## config.mk

```make
export PLATFORM = sky130hd
export DESIGN_NAME = brq_test_unit
export DESIGN_NICKNAME = d
export VERILOG_FILES = /design/src/rtl/brq_pkg.sv /design/src/rtl/brq_fifo.sv /design/src/rtl/brq_pipe.sv /design/src/rtl/brq_exec.sv /design/src/rtl/brq_test_unit.sv
export SDC_FILE = /design/constraint.sdc
export NUM_CORES = 1
export LEC_CHECK = 0
export ABC_AREA = 1
export BUFFER_PORTS_ARGS = -buffer_cell sky130_fd_sc_hd__buf_2
export CORE_ASPECT_RATIO = 0.9
export CORE_MARGIN = 2
export CORE_UTILIZATION = 50
export DETAILED_ROUTE_END_ITERATION = 10
export HOLD_SLACK_MARGIN = 0.02
export PLACE_DENSITY = 0.81
export SKIP_LAST_GASP = 1
export SLEW_MARGIN = 20
export SYNTH_ARGS = -nofsm -noshare
export SYNTH_HDL_FRONTEND = slang
export SYNTH_SLANG_ARGS = --single-unit
```

## constraint.sdc

```tcl
create_clock -name clk -period 15.4 [get_ports clk]
set_input_delay 1.54 -clock clk [delete_from_list [all_inputs] [get_ports clk]]
set_output_delay 1.54 -clock clk [all_outputs]
set_load 0.005 [all_outputs]
```

## src/rtl/brq_pkg.sv

```systemverilog
package brq_pkg;

    localparam int BQ_ADDR_W = 32;
    localparam int BQ_DEC_W  = 12;

    typedef struct packed {
        logic [BQ_DEC_W-1:0]  dec;
        logic [BQ_ADDR_W-1:0] tgt;
        logic [BQ_ADDR_W-1:0] seq;
        logic                 pred;
    } brq_entry_t;

    // A branch is wrong when its direction differs, or when it is really
    // taken to a different place than the one stored.
    function automatic logic brq_wrong(input brq_entry_t e,
                                       input logic taken,
                                       input logic [BQ_ADDR_W-1:0] real_tgt);
        return (taken != e.pred) || (taken && (real_tgt != e.tgt));
    endfunction

    function automatic logic [BQ_ADDR_W-1:0] brq_restart(input brq_entry_t e,
                                                         input logic taken,
                                                         input logic [BQ_ADDR_W-1:0] real_tgt);
        return taken ? real_tgt : e.seq;
    endfunction

endpackage

```

## src/rtl/brq_fifo.sv

```systemverilog
module brq_fifo
    import brq_pkg::*;
#(
    parameter int DEPTH = 3
) (
    input  logic       clk,
    input  logic       rst,
    input  logic       clr,
    input  logic       wr_en,
    input  brq_entry_t wr_data,
    input  logic       rd_en,
    output brq_entry_t rd_data,
    output logic       full,
    output logic       empty
);
    localparam int PTR_W = (DEPTH > 1) ? $clog2(DEPTH) : 1;
    localparam int CNT_W = $clog2(DEPTH + 1);
    localparam logic [PTR_W-1:0] LAST = PTR_W'(DEPTH - 1);
    localparam logic [CNT_W-1:0] FULLC = CNT_W'(DEPTH);

    brq_entry_t       slots [DEPTH];
    logic [PTR_W-1:0] wr_ptr, rd_ptr;
    logic [CNT_W-1:0] count;
    logic             do_wr, do_rd;

    assign full    = (count == FULLC);
    assign empty   = (count == '0);
    assign do_wr   = wr_en && !full && !clr;
    assign do_rd   = rd_en && !empty && !clr;
    assign rd_data = slots[rd_ptr];

    always_ff @(posedge clk) begin
        if (do_wr) slots[wr_ptr] <= wr_data;
    end

    always_ff @(posedge clk) begin
        if (rst || clr) begin
            wr_ptr <= '0;
            rd_ptr <= '0;
            count  <= '0;
        end else begin
            if (do_wr) wr_ptr <= (wr_ptr == LAST) ? '0 : wr_ptr + 1'b1;
            if (do_rd) rd_ptr <= (rd_ptr == LAST) ? '0 : rd_ptr + 1'b1;
            case ({do_wr, do_rd})
                2'b10:   count <= count + 1'b1;
                2'b01:   count <= count - 1'b1;
                default: count <= count;
            endcase
        end
    end

    AST_NO_OVERFLOW: assert property (@(posedge clk) disable iff (rst)
        (full && wr_en && !rd_en && !clr) |=> full);
    AST_NO_UNDERRUN: assert property (@(posedge clk) disable iff (rst)
        rd_en |-> !empty);

endmodule

```

## src/rtl/brq_pipe.sv

```systemverilog
module brq_pipe
    import brq_pkg::*;
(
    input  logic       clk,
    input  logic       rst,
    input  logic       flush,
    input  logic       load,
    input  brq_entry_t load_entry,
    output logic       ex_valid,
    output brq_entry_t ex_entry
);
    logic       dec_valid;
    brq_entry_t dec_entry;

    always_ff @(posedge clk) begin
        if (rst || flush) begin
            dec_valid <= 1'b0;
            ex_valid  <= 1'b0;
        end else begin
            dec_valid <= load;
            ex_valid  <= dec_valid;
        end
    end

    always_ff @(posedge clk) begin
        if (load) dec_entry <= load_entry;
        ex_entry <= dec_entry;
    end

    AST_DEC_TO_EX: assert property (@(posedge clk) disable iff (rst)
        (load && !flush) |=> ##1 ($past(flush) || ex_valid));

endmodule

```

## src/rtl/brq_exec.sv

```systemverilog
module brq_exec
    import brq_pkg::*;
(
    input  logic                 ex_valid,
    input  brq_entry_t           ex_entry,
    input  logic                 act_taken,
    input  logic [BQ_ADDR_W-1:0] act_tgt,
    output logic                 cancel,
    output logic [BQ_ADDR_W-1:0] refetch_addr
);
    always_comb begin
        cancel       = ex_valid && brq_wrong(ex_entry, act_taken, act_tgt);
        refetch_addr = brq_restart(ex_entry, act_taken, act_tgt);
    end
endmodule

```

## src/rtl/brq_test_unit.sv

```systemverilog
module brq_test_unit
    import brq_pkg::*;
#(
    parameter int DEPTH = 3
) (
    input  logic                 clk,
    input  logic                 rst,
    input  logic                 la_valid,
    input  logic [BQ_DEC_W-1:0]  la_dec,
    input  logic [BQ_ADDR_W-1:0] la_tgt,
    input  logic [BQ_ADDR_W-1:0] la_seq,
    input  logic                 la_pred,
    output logic                 la_stall,
    input  logic                 disp_br,
    input  logic                 act_taken,
    input  logic [BQ_ADDR_W-1:0] act_tgt,
    output logic                 ex_valid,
    output logic [BQ_DEC_W-1:0]  ex_dec,
    output logic                 ex_pred,
    output logic                 cancel,
    output logic [BQ_ADDR_W-1:0] refetch_addr
);
    localparam int PEND_W = $clog2(DEPTH + 1);
    localparam logic [PEND_W:0] PEND_MAX = (PEND_W+1)'(DEPTH);

    brq_entry_t        wr_entry, head, ex_entry;
    logic              q_full, q_empty, pop;
    logic [PEND_W-1:0] pend_cnt;
    logic [PEND_W:0]   pend_sum;

    assign wr_entry = '{dec: la_dec, tgt: la_tgt, seq: la_seq, pred: la_pred};
    assign la_stall = q_full;
    assign pop      = !cancel && !q_empty && (disp_br || (pend_cnt != '0));

    // Strobes seen with nothing to consume are counted and served later.
    always_comb begin
        pend_sum = {1'b0, pend_cnt} + {{PEND_W{1'b0}}, disp_br} - {{PEND_W{1'b0}}, pop};
        if (pend_sum > PEND_MAX) pend_sum = PEND_MAX;
    end

    always_ff @(posedge clk) begin
        if (rst || cancel) pend_cnt <= '0;
        else               pend_cnt <= pend_sum[PEND_W-1:0];
    end

    brq_fifo #(.DEPTH(DEPTH)) u_fifo (
        .clk     (clk),
        .rst     (rst),
        .clr     (cancel),
        .wr_en   (la_valid),
        .wr_data (wr_entry),
        .rd_en   (pop),
        .rd_data (head),
        .full    (q_full),
        .empty   (q_empty)
    );

    brq_pipe u_pipe (
        .clk        (clk),
        .rst        (rst),
        .flush      (cancel),
        .load       (pop),
        .load_entry (head),
        .ex_valid   (ex_valid),
        .ex_entry   (ex_entry)
    );

    brq_exec u_exec (
        .ex_valid     (ex_valid),
        .ex_entry     (ex_entry),
        .act_taken    (act_taken),
        .act_tgt      (act_tgt),
        .cancel       (cancel),
        .refetch_addr (refetch_addr)
    );

    assign ex_dec  = ex_entry.dec;
    assign ex_pred = ex_entry.pred;

    AST_CANCEL_IN_EX: assert property (@(posedge clk) disable iff (rst)
        cancel |-> ex_valid);
    AST_FLUSH_EMPTIES: assert property (@(posedge clk) disable iff (rst)
        cancel |=> (q_empty && !ex_valid && !la_stall));
    AST_HOLD_STROBE: assert property (@(posedge clk) disable iff (rst)
        (disp_br && q_empty && !cancel) |=> (pend_cnt != '0));
    AST_SLOT_FREED: assert property (@(posedge clk) disable iff (rst)
        (q_full && pop) |=> !la_stall);

endmodule

```

== Word level (Yosys, flattened, before mapping) ==
Memories as Yosys holds them, arrays and structs flattened. A register that Yosys moved wholly into a read port is not among the register bits.
Cells that the tools add are included.

* $add $sub $neg: 6
* Magnitude comparators: 1
* Eq/ne operators: 7
* Multiplexer cells: 7
* Reduce and logical (&&, ||, !) cells: 17

{| class="wikitable"
|+ Operators by type and width
! operator !! number
|-
| 2-to-1 mux 32 bit || 1
|-
| != test 32 bit || 1
|-
| equality test 2 bit, second input constant || 4
|-
| logical AND 1 bit || 8
|-
| adder 2 x 1 -> 2 bit, second input constant || 3
|-
| 2-to-1 mux 2 bit || 3
|-
| one-hot mux 2 bit (2 select lines) || 1
|-
| nonzero test 2 bit || 2
|-
| adder 2 x 1 -> 3 bit || 1
|-
| > comparator 3 x 2 -> 1 bit, second input constant || 1
|-
| zero test 1 bit || 3
|-
| logical OR 1 bit || 3
|-
| subtractor 3 x 1 -> 3 bit || 1
|-
| equality test 2 x 1 -> 1 bit, second input constant || 1
|-
| zero test 2 bit || 1
|-
| 2-to-1 mux 1 bit || 2
|-
| subtractor 2 x 1 -> 2 bit, second input constant || 1
|-
| != test 1 bit || 1
|}

* Register bits: 87
* Bits in writable memories: 231
* Bits of input ports: 114
* Output and inout port bits: 48
* Memories kept: 1

{| class="wikitable"
|+ Memory list
! name !! words !! width !! read ports !! clocked after Yosys merged registers in !! write ports !! RTL line !! source
|-
| u_fifo.slots || 3 || 77 || 1 || 1 || 1 || brq_fifo.sv:21 || <nowiki>brq_entry_t slots [DEPTH];</nowiki>
|}

== Depth between registers and ports, before layout ==
Gate-level depths: netlist of run 1.

* Depth in word-level cells: 11
* Mapped depth: 17
* Mapped depth without buffers: 17

== By module ==
A second synthesis of run 1 with hierarchy kept.

* Cells, all modules: 1022
* Area total of the unflattened synthesis: 13934.6 µm²

{| class="wikitable"
|+ Modules (own cells, without submodules)
! module !! instances !! cells an instance !! area each (µm²) !! sequential area each (µm²)
|-
| brq_fifo || 1 || 637 || 8913.5 || 7096.8
|-
| brq_pipe || 1 || 163 || 3920.0 || 3893.7
|-
| brq_exec || 1 || 199 || 942.2 || 0.0
|-
| brq_test_unit || 1 || 23 || 158.9 || 40.0
|}

== Worst setup path before layout of run 1 ==
No wires, ideal clock.

* Path kind: input to register
* From: input port act_tgt[5]
* To: memory u_fifo.slots[2][0] (netlist name), enable pin
* Arrival: 5.504 ns
* Data required time: 14.887 ns
* Slack: 9.383 ns
* Stages: 12
* Path buffers: 0
* Cells stage by stage: inv_1 > nand2_1 > nand2_1 > inv_1 > nand2_1 > nor2_1 > nand2_1 > nor2_1 > nand3_1 > nand2_4 > nand2_1 > nor2_1

* Longest elaborated chain between the ends: 8

{| class="wikitable"
|+ RTL lines
! what !! RTL line !! source
|-
| from (decl) || brq_test_unit.sv:16 || <nowiki>input logic [BQ_ADDR_W-1:0] act_tgt,</nowiki>
|-
| != test 32 bit || brq_pkg.sv:18 || <nowiki>return (taken != e.pred) || (taken && (real_tgt != e.tgt));</nowiki>
|-
| logical AND 1 bit || brq_pkg.sv:18 ||
|-
| logical OR 1 bit || brq_pkg.sv:18 ||
|-
| logical AND 1 bit || brq_exec.sv:12 || <nowiki>cancel = ex_valid && brq_wrong(ex_entry, act_taken, act_tgt);</nowiki>
|-
| zero test 1 bit || brq_fifo.sv:28 || <nowiki>assign do_wr = wr_en && !full && !clr;</nowiki>
|-
| logical AND 1 bit || brq_fifo.sv:28 ||
|-
| 2-to-1 mux 1 bit || brq_fifo.sv:33 || <nowiki>if (do_wr) slots[wr_ptr] <= wr_data;</nowiki>
|-
| 2-to-1 mux 1 bit (not written as such) || brq_fifo.sv:33 ||
|-
| to (decl) || brq_fifo.sv:21 ||
|}

No other way between the ends.

== Worst setup path in the final report of run 1 ==
* From: input port act_taken
* To: output port cancel

* Longest elaborated chain between the ends: 3
* Elaborated cells between the ends (all ways): 4
* Classes of those cells: eq/ne: 1; reduce/logical: 3

{| class="wikitable"
|+ RTL lines
! what !! RTL line !! source
|-
| from (decl) || brq_test_unit.sv:15 || <nowiki>input logic act_taken,</nowiki>
|-
| != test 1 bit or logical AND 1 bit (tied branches) || brq_pkg.sv:18 ||
|-
| logical OR 1 bit (*) || brq_pkg.sv:18 ||
|-
| logical AND 1 bit (*) || brq_exec.sv:12 ||
|-
| to (decl) || brq_test_unit.sv:20 || <nowiki>output logic cancel,</nowiki>
|}

Every way passes the cells marked *; elsewhere a longest branch is shown, timed or not.

==> out/metrics.cfg, run 1 <==
[timing]
rsz0062_at_grt = false
worst_hold_slack_ps = 329.7
drv_slew = 0
setup_slack_ps = 10760
tns_ps = 0
skew_ps = 18.25
worst_slew_pin_slew_ps = 1044
finalSetupViolCount = 0
period_minus_slack_ps = 4642
fin_crit_sh_pct = 30.15
fmaxAchievable_mhz = 215.4
max_slew_margin_pct = 30.39
hold_viol = 0

[final_layout]
n_fill_cell = 1975
seqCellArea_sq_mm = 0.01099
area_growth_pct = 17.85
nets = 1274
drive_above_1_share_pct = 21.57
multi_input_area_sq_mm = 0.002310
stdcell_area_sq_mm = 0.01615
layout_common_cells = edfxtp_1 (308), nand2_1 (299), buf_2 (161)
mostFrequentLayoutCell = edfxtp_1

[cts]
clock_path_buffers = 3
cts_sinks = 395
cts_resized = 0
root_buffer = clkbuf_16
clk_latency_ps = 530
holdBufCountCts = 0
cts_tree = built
clk_pin_slew_ps = 60
post-cts-setup-buffers = 0
cts_buffers = 38
htreeDepth = 2

[yosys]
postSynthAreaPerCell_sq_um = 13.83
yosysWarnings = 0
netlist_area_sq_mm = 0.01370
yosysUniqueCellTypes = 29
ys_ff_latch = 395
syn-num-nets = 1108
synth-seq-area-share_pct = 80.21
synth_cells = 991

[pwr]
swShare_pct = 27.37
comb_power_share_pct = 17.5
vdd_ir_drop_max_v = 0.0001150
powerDensity_mw_per_mm2 = 190.1
clkPwrFrac_pct = 30.9
p_int_mw = 2.230
p_leak_nw = 6.285
p_sw_mw = 0.8403
seq_power_share_pct = 51.6

[floorplan]
die_y_um = 161.0
die_x_um = 178.5
core_area_sq_mm = 0.02696
rows = 57
initial_utilization_pct = 50.83
die_area_sq_mm = 0.02875
num_io_pins = 162

[worst_setup_path]
critPathKind = primary input to output port
path_cells = buf_2, buf_4, nand2_1, o21bai_1, nor2_1, nand2_1, nor2_1, nand3_1, nand2_4, inv_4, buf_2
slowest_stage = buf_4
path_max_fanout = 49
end_kind = output port
critical_path_required_ps = 13860
cp_data_arrival_time_ps = 3100
cpPeakStageDelay_ps = 480
startpoint_type = primary input
crit_buf_inv = 4
crit_family = buffers and inverters

[global_routing]
grt_pass1_vias = 7946
grt_pass1_wl_mm = 42.01
grt_max_degree = 81
grt_usage_pct = 19.26
grt-ovfl-total = 0
antenna_found_initial = 13

[placed_design]
place_hpwl_mm = 16.41
place_area_sq_mm = 0.01482
gp_congestion = 0.7812
dpl_worst_slack_ps = 10410
portBuffers = 161

[route]
wl_mm = 27.59
via_per_inst = 5.062
drc = 0
ant_nets = 0
dr_total_vias = 7846
first_pass_iters = 8
drtIter0Drc = 631
wl_per_cell_um = 17.80

[run]
cap_violations = 0

[hold_path]
min_path_type = flop to flop

[outcome]
status = finished, final reports clean

[path summary, 6_finish.rpt]
check | endpoint | slack [ps] | cells after the start | start
setup / recovery | cancel | 10760 | 11 | act_taken
hold / removal | u_pipe.ex_entry[42]$_DFF_P_ | 330 | 0 | u_pipe.dec_entry[42]$_DFFE_PP_
setup reg to reg | u_fifo.slots[2][51]$_DFFE_PP_ | 12040 | 11 | u_pipe.ex_entry[55]$_DFF_P_
hold reg to reg | u_pipe.ex_entry[42]$_DFF_P_ | 330 | 0 | u_pipe.dec_entry[42]$_DFFE_PP_
[power groups by stage]
stage | combinational [mW] | clock (mW) | sequential, mW
5_1_grt | 0.606 | 1.00 | 1.61
4_1_cts | 0.544 | 0.963 | 1.59
2_1_floorplan | 0.387 | 0 | 1.55
3_5_place_dp | 0.540 | 0 | 1.60
3_3_place_gp | 0.519 | 0 | 1.60
6_report | 0.537 | 0.950 | 1.58
[registers in the layout, indices dropped and copies added (netlist names)]
signal,cells
u_fifo.count,2
u_pipe.dec_valid,1
u_fifo.wr_ptr,2
u_fifo.rd_ptr,2
pend_cnt,2
u_fifo.slots,231
u_pipe.ex_entry,77
u_pipe.ex_valid,1
u_pipe.dec_entry,77
[synthesized netlist by cell type]
library cell  count  share of area, %
nand3b_1          1             0.055
a21oi_2           3              0.19
edfxtp_1        308                68
nand3_4           1              0.13
o21ai_0           8              0.29
dfxtp_1          87                13
o21bai_1          1             0.055
o22ai_1           1             0.046
buf_4            12              0.66
ha_1              2              0.18
mux2_2           17               1.4
buf_2             7              0.26
a21oi_1          18              0.66
inv_2             1             0.027
nor3_1            1             0.036
buf_1             2             0.055
xor2_1            4              0.26
clkbuf_1         21              0.58
or2_2             1             0.046
inv_1            54               1.5
xnor2_1           8              0.51
nor2_4            1             0.082
nand3_1          82               3.0
inv_4             1             0.046
nor2_1           47               1.3
nand2_4           1             0.082
o21a_1            1             0.055
nand2_1         299               8.2
fa_1              1              0.15
[final cells by class]
cell class / instances / area share, %
inverters: 56 / 1.340
repair buffers: 168 / 5.339
clock inverters: 18 / 1.449
flip-flops and latches: 395 / 68.08
multi-input cells: 498 / 14.30
diodes: 9 / 0.1395
clock buffers: 52 / 6.602
well taps: 354 / 2.743
[cell families (layout without fill, tap and decap cells)]
group                    count (synthesis)  in the layout  synth area share (%)
AND/OR/NAND/NOR                        434            434                 12.90
buffers and inverters                   98            294                 3.096
multiplexers                            17             17                 1.397
XOR/XNOR                                12             12                0.7670
AO/OA/AOI/OAI                           32             32                 1.297
adder cells (fa/ha/maj)                  3              3                0.3287
flip-flops                             395            395                 80.21
other                                    0              9                     0
[per-layer routing]
metal | vias up | GRT usage [%] | routed length [um]
li1 | 3720 | - | -
met1 | 3792 | 23.94 | 11050
met2 | 278 | 33.10 | 13870
met3 | 48 | 5.438 | 2165
met4 | 8 | 5.358 | 452
met5 | - | 0 | 46
[per-stage QoR]
stage / util, % / total power, mW / cells
2_1_floorplan: - / 1.942 / 991
3_3_place_gp: 54.98 / 2.115 / 1471
3_5_place_dp: 54.98 / 2.144 / 1471
4_1_cts: 59.80 / 3.094 / 1541
5_1_grt: 59.84 / 3.217 / 1544
6_report: 59.90 / 3.070 / 1550
No activity file was read; power rests on OpenSTA's default activity.
==> run 2: changes to the inputs <==
- clock period: 15.4 -> 4.8 ns (I/O delays scaled with it)
==> run 2 against run 1 <==
Against the previous run: first-iteration DRC count grew 9.8%; flip-flop and latch count unchanged; highest routed layer unchanged; clock-buffer cell count grew 6; critical endpoint is now u_pipe.dec_entry[26]$_DFFE_PP_; sequential share of layout area up 0.43 points; final area down 0.63%.
==> out/metrics.cfg, run 2 (same netlist as run 1, synthesis figures left out) <==
[outcome]
status = finished, final reports clean  ; unchanged

[placed_design]
place_hpwl_mm = 17.37  ; was 16.41 mm
dpl_worst_slack_ps = 1493  ; was 10410 ps
portBuffers = 161  ; unchanged
gp_congestion = 0.8053  ; was 0.7812

[worst_setup_path]
reg2reg_to = u_pipe.dec_entry[26]$_DFFE_PP_  ; was u_fifo.slots[2][51]$_DFFE_PP_
critPathLaunch = u_pipe.ex_entry[45]$_DFF_P_  ; was act_taken
path_max_fanout = 45  ; was 49
reg2reg_from = u_pipe.ex_entry[45]$_DFF_P_  ; was u_pipe.ex_entry[55]$_DFF_P_
rrSetupSlack_ps = 1800  ; was 12040 ps
cp_data_arrival_time_ps = 3210  ; was 3100 ps
end_kind = flop  ; was output port
critPathKind = flop to flop  ; was primary input to output port
r2r_cells = 11  ; unchanged
critical_path_required_ps = 5010  ; was 13860 ps
startpoint_type = flop  ; was primary input

[cts]
holdBufCountCts = 0  ; unchanged
clk_pin_slew_ps = 60  ; about the same
clk_latency_ps = 520  ; was 530 ps
cts_buffers = 37  ; was 38
cts_tree = built  ; unchanged
post-cts-setup-buffers = 0  ; unchanged
cts_resized = 0  ; unchanged
clock_path_buffers = 3  ; unchanged
root_buffer = clkbuf_16  ; unchanged
htreeDepth = 2  ; unchanged
cts_sinks = 395  ; unchanged

[timing]
max_slew_margin_pct = 29.09  ; was 30.39%
fin_crit_sh_pct = 62.57
fmaxAchievable_mhz = 333.0
period_minus_slack_ps = 3003
setup_slack_ps = 1797  ; was 10760 ps
rsz0062_at_grt = false  ; unchanged
tns_ps = 0  ; unchanged
hold_viol = 0  ; unchanged
finalSetupViolCount = 0  ; unchanged
skew_ps = 21.15  ; was 18.25 ps
worst_slew_pin_slew_ps = 1061  ; was 1044 ps
drv_slew = 0  ; unchanged

[hold_path]
min_path_cells = 1  ; was 0
min_path_type = primary input to flop  ; was flop to flop
hold_start = la_seq[0]  ; was u_pipe.dec_entry[42]$_DFFE_PP_
hold_end = u_fifo.slots[1][1]$_DFFE_PP_  ; was u_pipe.ex_entry[42]$_DFF_P_

[final_layout]
largest_reg_flops = 231  ; unchanged
mostFrequentLayoutCell = edfxtp_1  ; unchanged
layout_common_cells = edfxtp_1 (308), nand2_1 (299), buf_2 (161)  ; unchanged
n_fill_cell = 1992  ; was 1975
final_util_pct = 59.52  ; was 59.90%
largest-register = u_fifo.slots  ; unchanged
nets = 1276  ; was 1274
reg.largest.list = u_fifo.slots x231, u_pipe.dec_entry x77, u_pipe.ex_entry x77  ; unchanged
area_growth_pct = 17.11  ; was 17.85%
drive_above_1_share_pct = 21.46  ; was 21.57%

[route]
wl_mm = 27.23  ; was 27.59 mm
wl_per_cell_um = 17.56  ; was 17.80 um
dr_total_vias = 7814  ; was 7846
via_per_inst = 5.038  ; was 5.062
ant_nets = 0  ; unchanged
first_pass_iters = 5  ; was 8
drtIter0Drc = 693  ; was 631
drc = 0  ; unchanged

[floorplan]
num_io_pins = 162  ; unchanged
die_y_um = 161.0  ; unchanged
die_area_sq_mm = 0.02875  ; unchanged
die_x_um = 178.5  ; unchanged
rows = 57  ; unchanged
initial_utilization_pct = 50.83  ; unchanged
core_area_sq_mm = 0.02696  ; unchanged

[run]
cap_violations = 0  ; unchanged

[pwr]
vdd_ir_drop_max_v = 0.0003480  ; was 0.0001150 V
powerDensity_mw_per_mm2 = 593.9  ; was 190.1 mW/mm^2
p_leak_nw = 6.234  ; was 6.285 nW

[global_routing]
grt_usage_pct = 18.96  ; was 19.26%
grt_pass1_wl_mm = 41.10  ; was 42.01 mm
grt_pass1_vias = 7625  ; was 7946
grt-ovfl-total = 0  ; unchanged
antenna_found_initial = 14  ; was 13
grt_max_degree = 81  ; unchanged

[run 2: area by class of cell]
type / instances / area [sq um] / share of cell area [%]
Antenna cell: 9 / 22.52 / 0.1404
Clock buffer: 58 / 1056 / 6.581
Clock inverter: 10 / 78.83 / 0.4912
Inverter: 56 / 216.5 / 1.349
Multi-Input combinational cell: 498 / 2310 / 14.39
Sequential cell: 395 / 10990 / 68.51
Tap cell: 354 / 442.9 / 2.760
Timing Repair Buffer: 171 / 925.9 / 5.770
[run 2: worst max-delay path, stage by stage, from the launching register on]
cell and delay (ps):
dfxtp_1 360, nand2_1 70, nand2_1 70, nand2_1 100
nor2_1 220, nand2_1 70, nor2_1 250, nand3_1 190
nand2_4 140, nand3_4 130, clkinv_2 640, buf_4 400
[run 2: through the flow]
| step | instances | power, mW | cell area, sq um | hold slack (ps) |
|---|---|---|---|---|
| 4_1_cts | 1541 | 9.596 | 16000 | 141.4 |
| 3_5_place_dp | 1473 | 6.907 | 14860 | 326.9 |
| 2_1_floorplan | 991 | 6.229 | 13700 | 323.3 |
| 6_report | 1551 | 9.530 | 16050 | 158.4 |
| 5_1_grt | 1548 | 10.03 | 16040 | 139.3 |
| 3_3_place_gp | 1473 | 6.812 | 14860 | 324.4 |
[run 2: metal layers]
metal	wire length (um)	vias up	GRT usage (%)
met4	681	12	6.837
met5	85	-	0
li1	-	3727	-
met2	13270	284	30.66
met1	11120	3724	25.15
met3	2061	67	4.708
[run 2: worst max-delay path by stage]
stage / end / slack [ps] / cells past startpoint
floorplan: u_fifo.slots[2][0]$_DFFE_PP_ / 1130 / 12
global placement: u_pipe.dec_entry[22]$_DFFE_PP_ / 1580 / 13
detailed placement: u_pipe.dec_entry[27]$_DFFE_PP_ / 1490 / 13
CTS: u_pipe.dec_entry[28]$_DFFE_PP_ / 1760 / 11
global route: u_pipe.dec_entry[27]$_DFFE_PP_ / 1690 / 11
finish: u_pipe.dec_entry[26]$_DFFE_PP_ / 1800 / 11
[run 2: power by group]
group	internal, mW	leakage (nW)	switching, mW
combinational	0.610	2.09	1.15
sequential	4.73	3.59	0.340
clock	1.53	0.552	1.17
total	6.87	6.23	2.66
==> run 3: changes to the inputs <==
- clock period: 4.8 -> 3.1 ns (I/O delays scaled with it)
==> run 3 against run 2 <==
Against the previous run: clock skew fell by 2.4 ps; non-clock buffer count grew 82; flip-flop and latch count did not move; global-route usage increased by 1.1 points; final area up 6.0%; cell count is 5.0% higher; fmax is 8.7% higher; die area unchanged; worst setup slack lost 1500 ps; clock power grew 71%; register-to-register slack worse by 1500 ps; total power increased by 61%; critical endpoint is now pend_cnt[1]$_SDFF_PP0_; largest cell class unchanged; highest routed layer unchanged.
==> out/metrics.cfg, run 3 (same netlist as run 1, synthesis figures left out) <==
[route]
ant_nets = 0  ; unchanged
first_pass_iters = 5  ; unchanged
via_per_inst = 4.970  ; was 5.038
drc = 0  ; unchanged
dr_total_vias = 8091  ; was 7814
drtIter0Drc = 622  ; was 693
wl_mm = 28.21  ; was 27.23 mm
wl_per_cell_um = 17.33  ; was 17.56 um

[floorplan]
die_area_sq_mm = 0.02875  ; unchanged
initial_utilization_pct = 50.83  ; unchanged
die_x_um = 178.5  ; unchanged
core_area_sq_mm = 0.02696  ; unchanged
rows = 57  ; unchanged
die_y_um = 161.0  ; unchanged
num_io_pins = 162  ; unchanged

[hold_path]
min_path_type = primary input to flop  ; unchanged
hold_end = u_fifo.rd_ptr[1]$_SDFFE_PP0P_  ; was u_fifo.slots[1][1]$_DFFE_PP_
hold_start = rst  ; was la_seq[0]
min_path_cells = 4  ; was 1

[final_layout]
reg.largest.list = u_fifo.slots x231, u_pipe.dec_entry x77, u_pipe.ex_entry x77  ; unchanged
layout_common_cells = edfxtp_1 (308), nand2_1 (299), buf_2 (161)  ; unchanged
area_growth_pct = 24.09  ; was 17.11%
drive_above_1_share_pct = 20.99  ; was 21.46%
final_cells = 1628  ; was 1551
nets = 1359  ; was 1276
mostFrequentLayoutCell = edfxtp_1  ; unchanged
final_util_pct = 63.07  ; was 59.52%
largest-register = u_fifo.slots  ; unchanged
largest_reg_flops = 231  ; unchanged

[timing]
hold_viol = 0  ; unchanged
period_minus_slack_ps = 2762  ; was 3003 ps
skew_ps = 18.72  ; was 21.15 ps
worst_slew_pin_slew_ps = 674.6  ; was 1061 ps
rsz0062_at_grt = false  ; unchanged
finalSetupViolCount = 0  ; unchanged
max_slew_margin_pct = 55.03  ; was 29.09%
drv_slew = 0  ; unchanged
fmaxAchievable_mhz = 362.0  ; was 333.0 MHz
fin_crit_sh_pct = 89.10  ; was 62.57%
tns_ps = 0  ; unchanged

[worst_setup_path]
critical_path_required_ps = 3500  ; was 5010 ps
reg2reg_to = pend_cnt[1]$_SDFF_PP0_  ; was u_pipe.dec_entry[26]$_DFFE_PP_
path_max_fanout = 9  ; was 45
startpoint_type = flop  ; unchanged
r2r_cells = 16  ; was 11
end_kind = flop  ; unchanged
rrSetupSlack_ps = 340  ; was 1800 ps
cp_data_arrival_time_ps = 3160  ; was 3210 ps
reg2reg_from = u_pipe.ex_entry[45]$_DFF_P_  ; unchanged
critPathKind = flop to flop  ; unchanged

[placed_design]
gp_congestion = 0.8227  ; was 0.8053
place_hpwl_mm = 16.78  ; was 17.37 mm
dp_cells = 1479  ; was 1473
portBuffers = 161  ; unchanged

[global_routing]
grt_max_degree = 50  ; was 81
grt_pass1_wl_mm = 43.57  ; was 41.10 mm
antenna_found_initial = 5  ; was 14
grt-ovfl-total = 0  ; unchanged
grt_pass1_vias = 8271  ; was 7625
grt_usage_pct = 20.05  ; was 18.96%

[pwr]
vdd_ir_drop_max_v = 0.0005496  ; was 0.0003480 V
powerDensity_mw_per_mm2 = 904.6  ; was 593.9 mW/mm^2
p_leak_nw = 6.652  ; was 6.234 nW

[run]
cap_violations = 0  ; unchanged

[cts]
cts_resized = 0  ; unchanged
clock_path_buffers = 3  ; unchanged
clk_pin_slew_ps = 60  ; about the same
root_buffer = clkbuf_16  ; unchanged
post-cts-setup-buffers = 0  ; unchanged
cts_sinks = 395  ; unchanged
cts_tree = built  ; unchanged
clk_latency_ps = 530  ; was 520 ps
holdBufCountCts = 77  ; was 0
htreeDepth = 2  ; unchanged
cts_buffers = 38  ; was 37

[outcome]
status = finished, final reports clean  ; unchanged

[run 3: worst max-delay path, cell delays in order, from the launching register on]
cell and delay, ps:
dfxtp_1 330, inv_1 70, nand2_1 60, nand2_1 50, nand2_1 120, nor2_1 190
nand2_1 70, nor2_1 230, nand3_1 210, nand2_4 150, nand3_4 130, xnor2_1 170
ha_1 160, inv_1 50, fa_1 370, xnor2_1 190, a21oi_1 100
[run 3: where the power goes]
group / leakage (nW) / switching (mW) / internal (mW)
clock network: 0.619 / 1.87 / 2.76
logic: 2.44 / 1.89 / 1.05
registers: 3.59 / 0.489 / 7.32
total: 6.65 / 4.25 / 11.1
[run 3: area by class of cell]
cell class	count	area, sq um
multi-input cells	498	2310
diodes	2	5.005
clock inverters	14	172.7
flip-flops and latches	395	10990
fillers	1930	9956
clock buffers	56	1110
inverters	56	216.5
well taps	354	442.9
repair buffers	253	1752
[run 3: metal layers]
metal / track usage (%) / wire length (um)
met1: 24.99 / 11480
met4: 6.282 / 605
met2: 35.06 / 14130
met5: 0 / 35
met3: 4.284 / 1967
[run 3: worst max-delay path by stage]
stage / start / end / slack (ps) / cells past startpoint
3_5_place_dp: act_tgt[12] / pend_cnt[1]$_SDFF_PP0_ / 210 / 17
6_report: u_pipe.ex_entry[45]$_DFF_P_ / pend_cnt[1]$_SDFF_PP0_ / 340 / 16
5_1_grt: u_pipe.ex_entry[45]$_DFF_P_ / pend_cnt[1]$_SDFF_PP0_ / 20 / 16
2_1_floorplan: u_pipe.ex_entry[0]$_DFF_P_ / u_pipe.dec_entry[0]$_DFFE_PP_ / 70 / 9
4_1_cts: u_pipe.ex_entry[45]$_DFF_P_ / pend_cnt[1]$_SDFF_PP0_ / 300 / 16
3_3_place_gp: act_tgt[10] / pend_cnt[0]$_SDFF_PP0_ / 290 / 17
[run 3: stage by stage]
stage / power [mW] / hold slack (ps) / instance area [sq um] / setup WS (ps)
floorplan: 9.646 / 323.3 / 13710 / 70.30
global placement: 10.67 / 325.3 / 14940 / 289.2
detailed placement: 10.79 / 326.9 / 14940 / 207.7
CTS: 15.51 / 30.50 / 17000 / 303.4
global route: 16.16 / 66.78 / 17000 / 20.62
finish: 15.38 / 50.52 / 17000 / 337.8
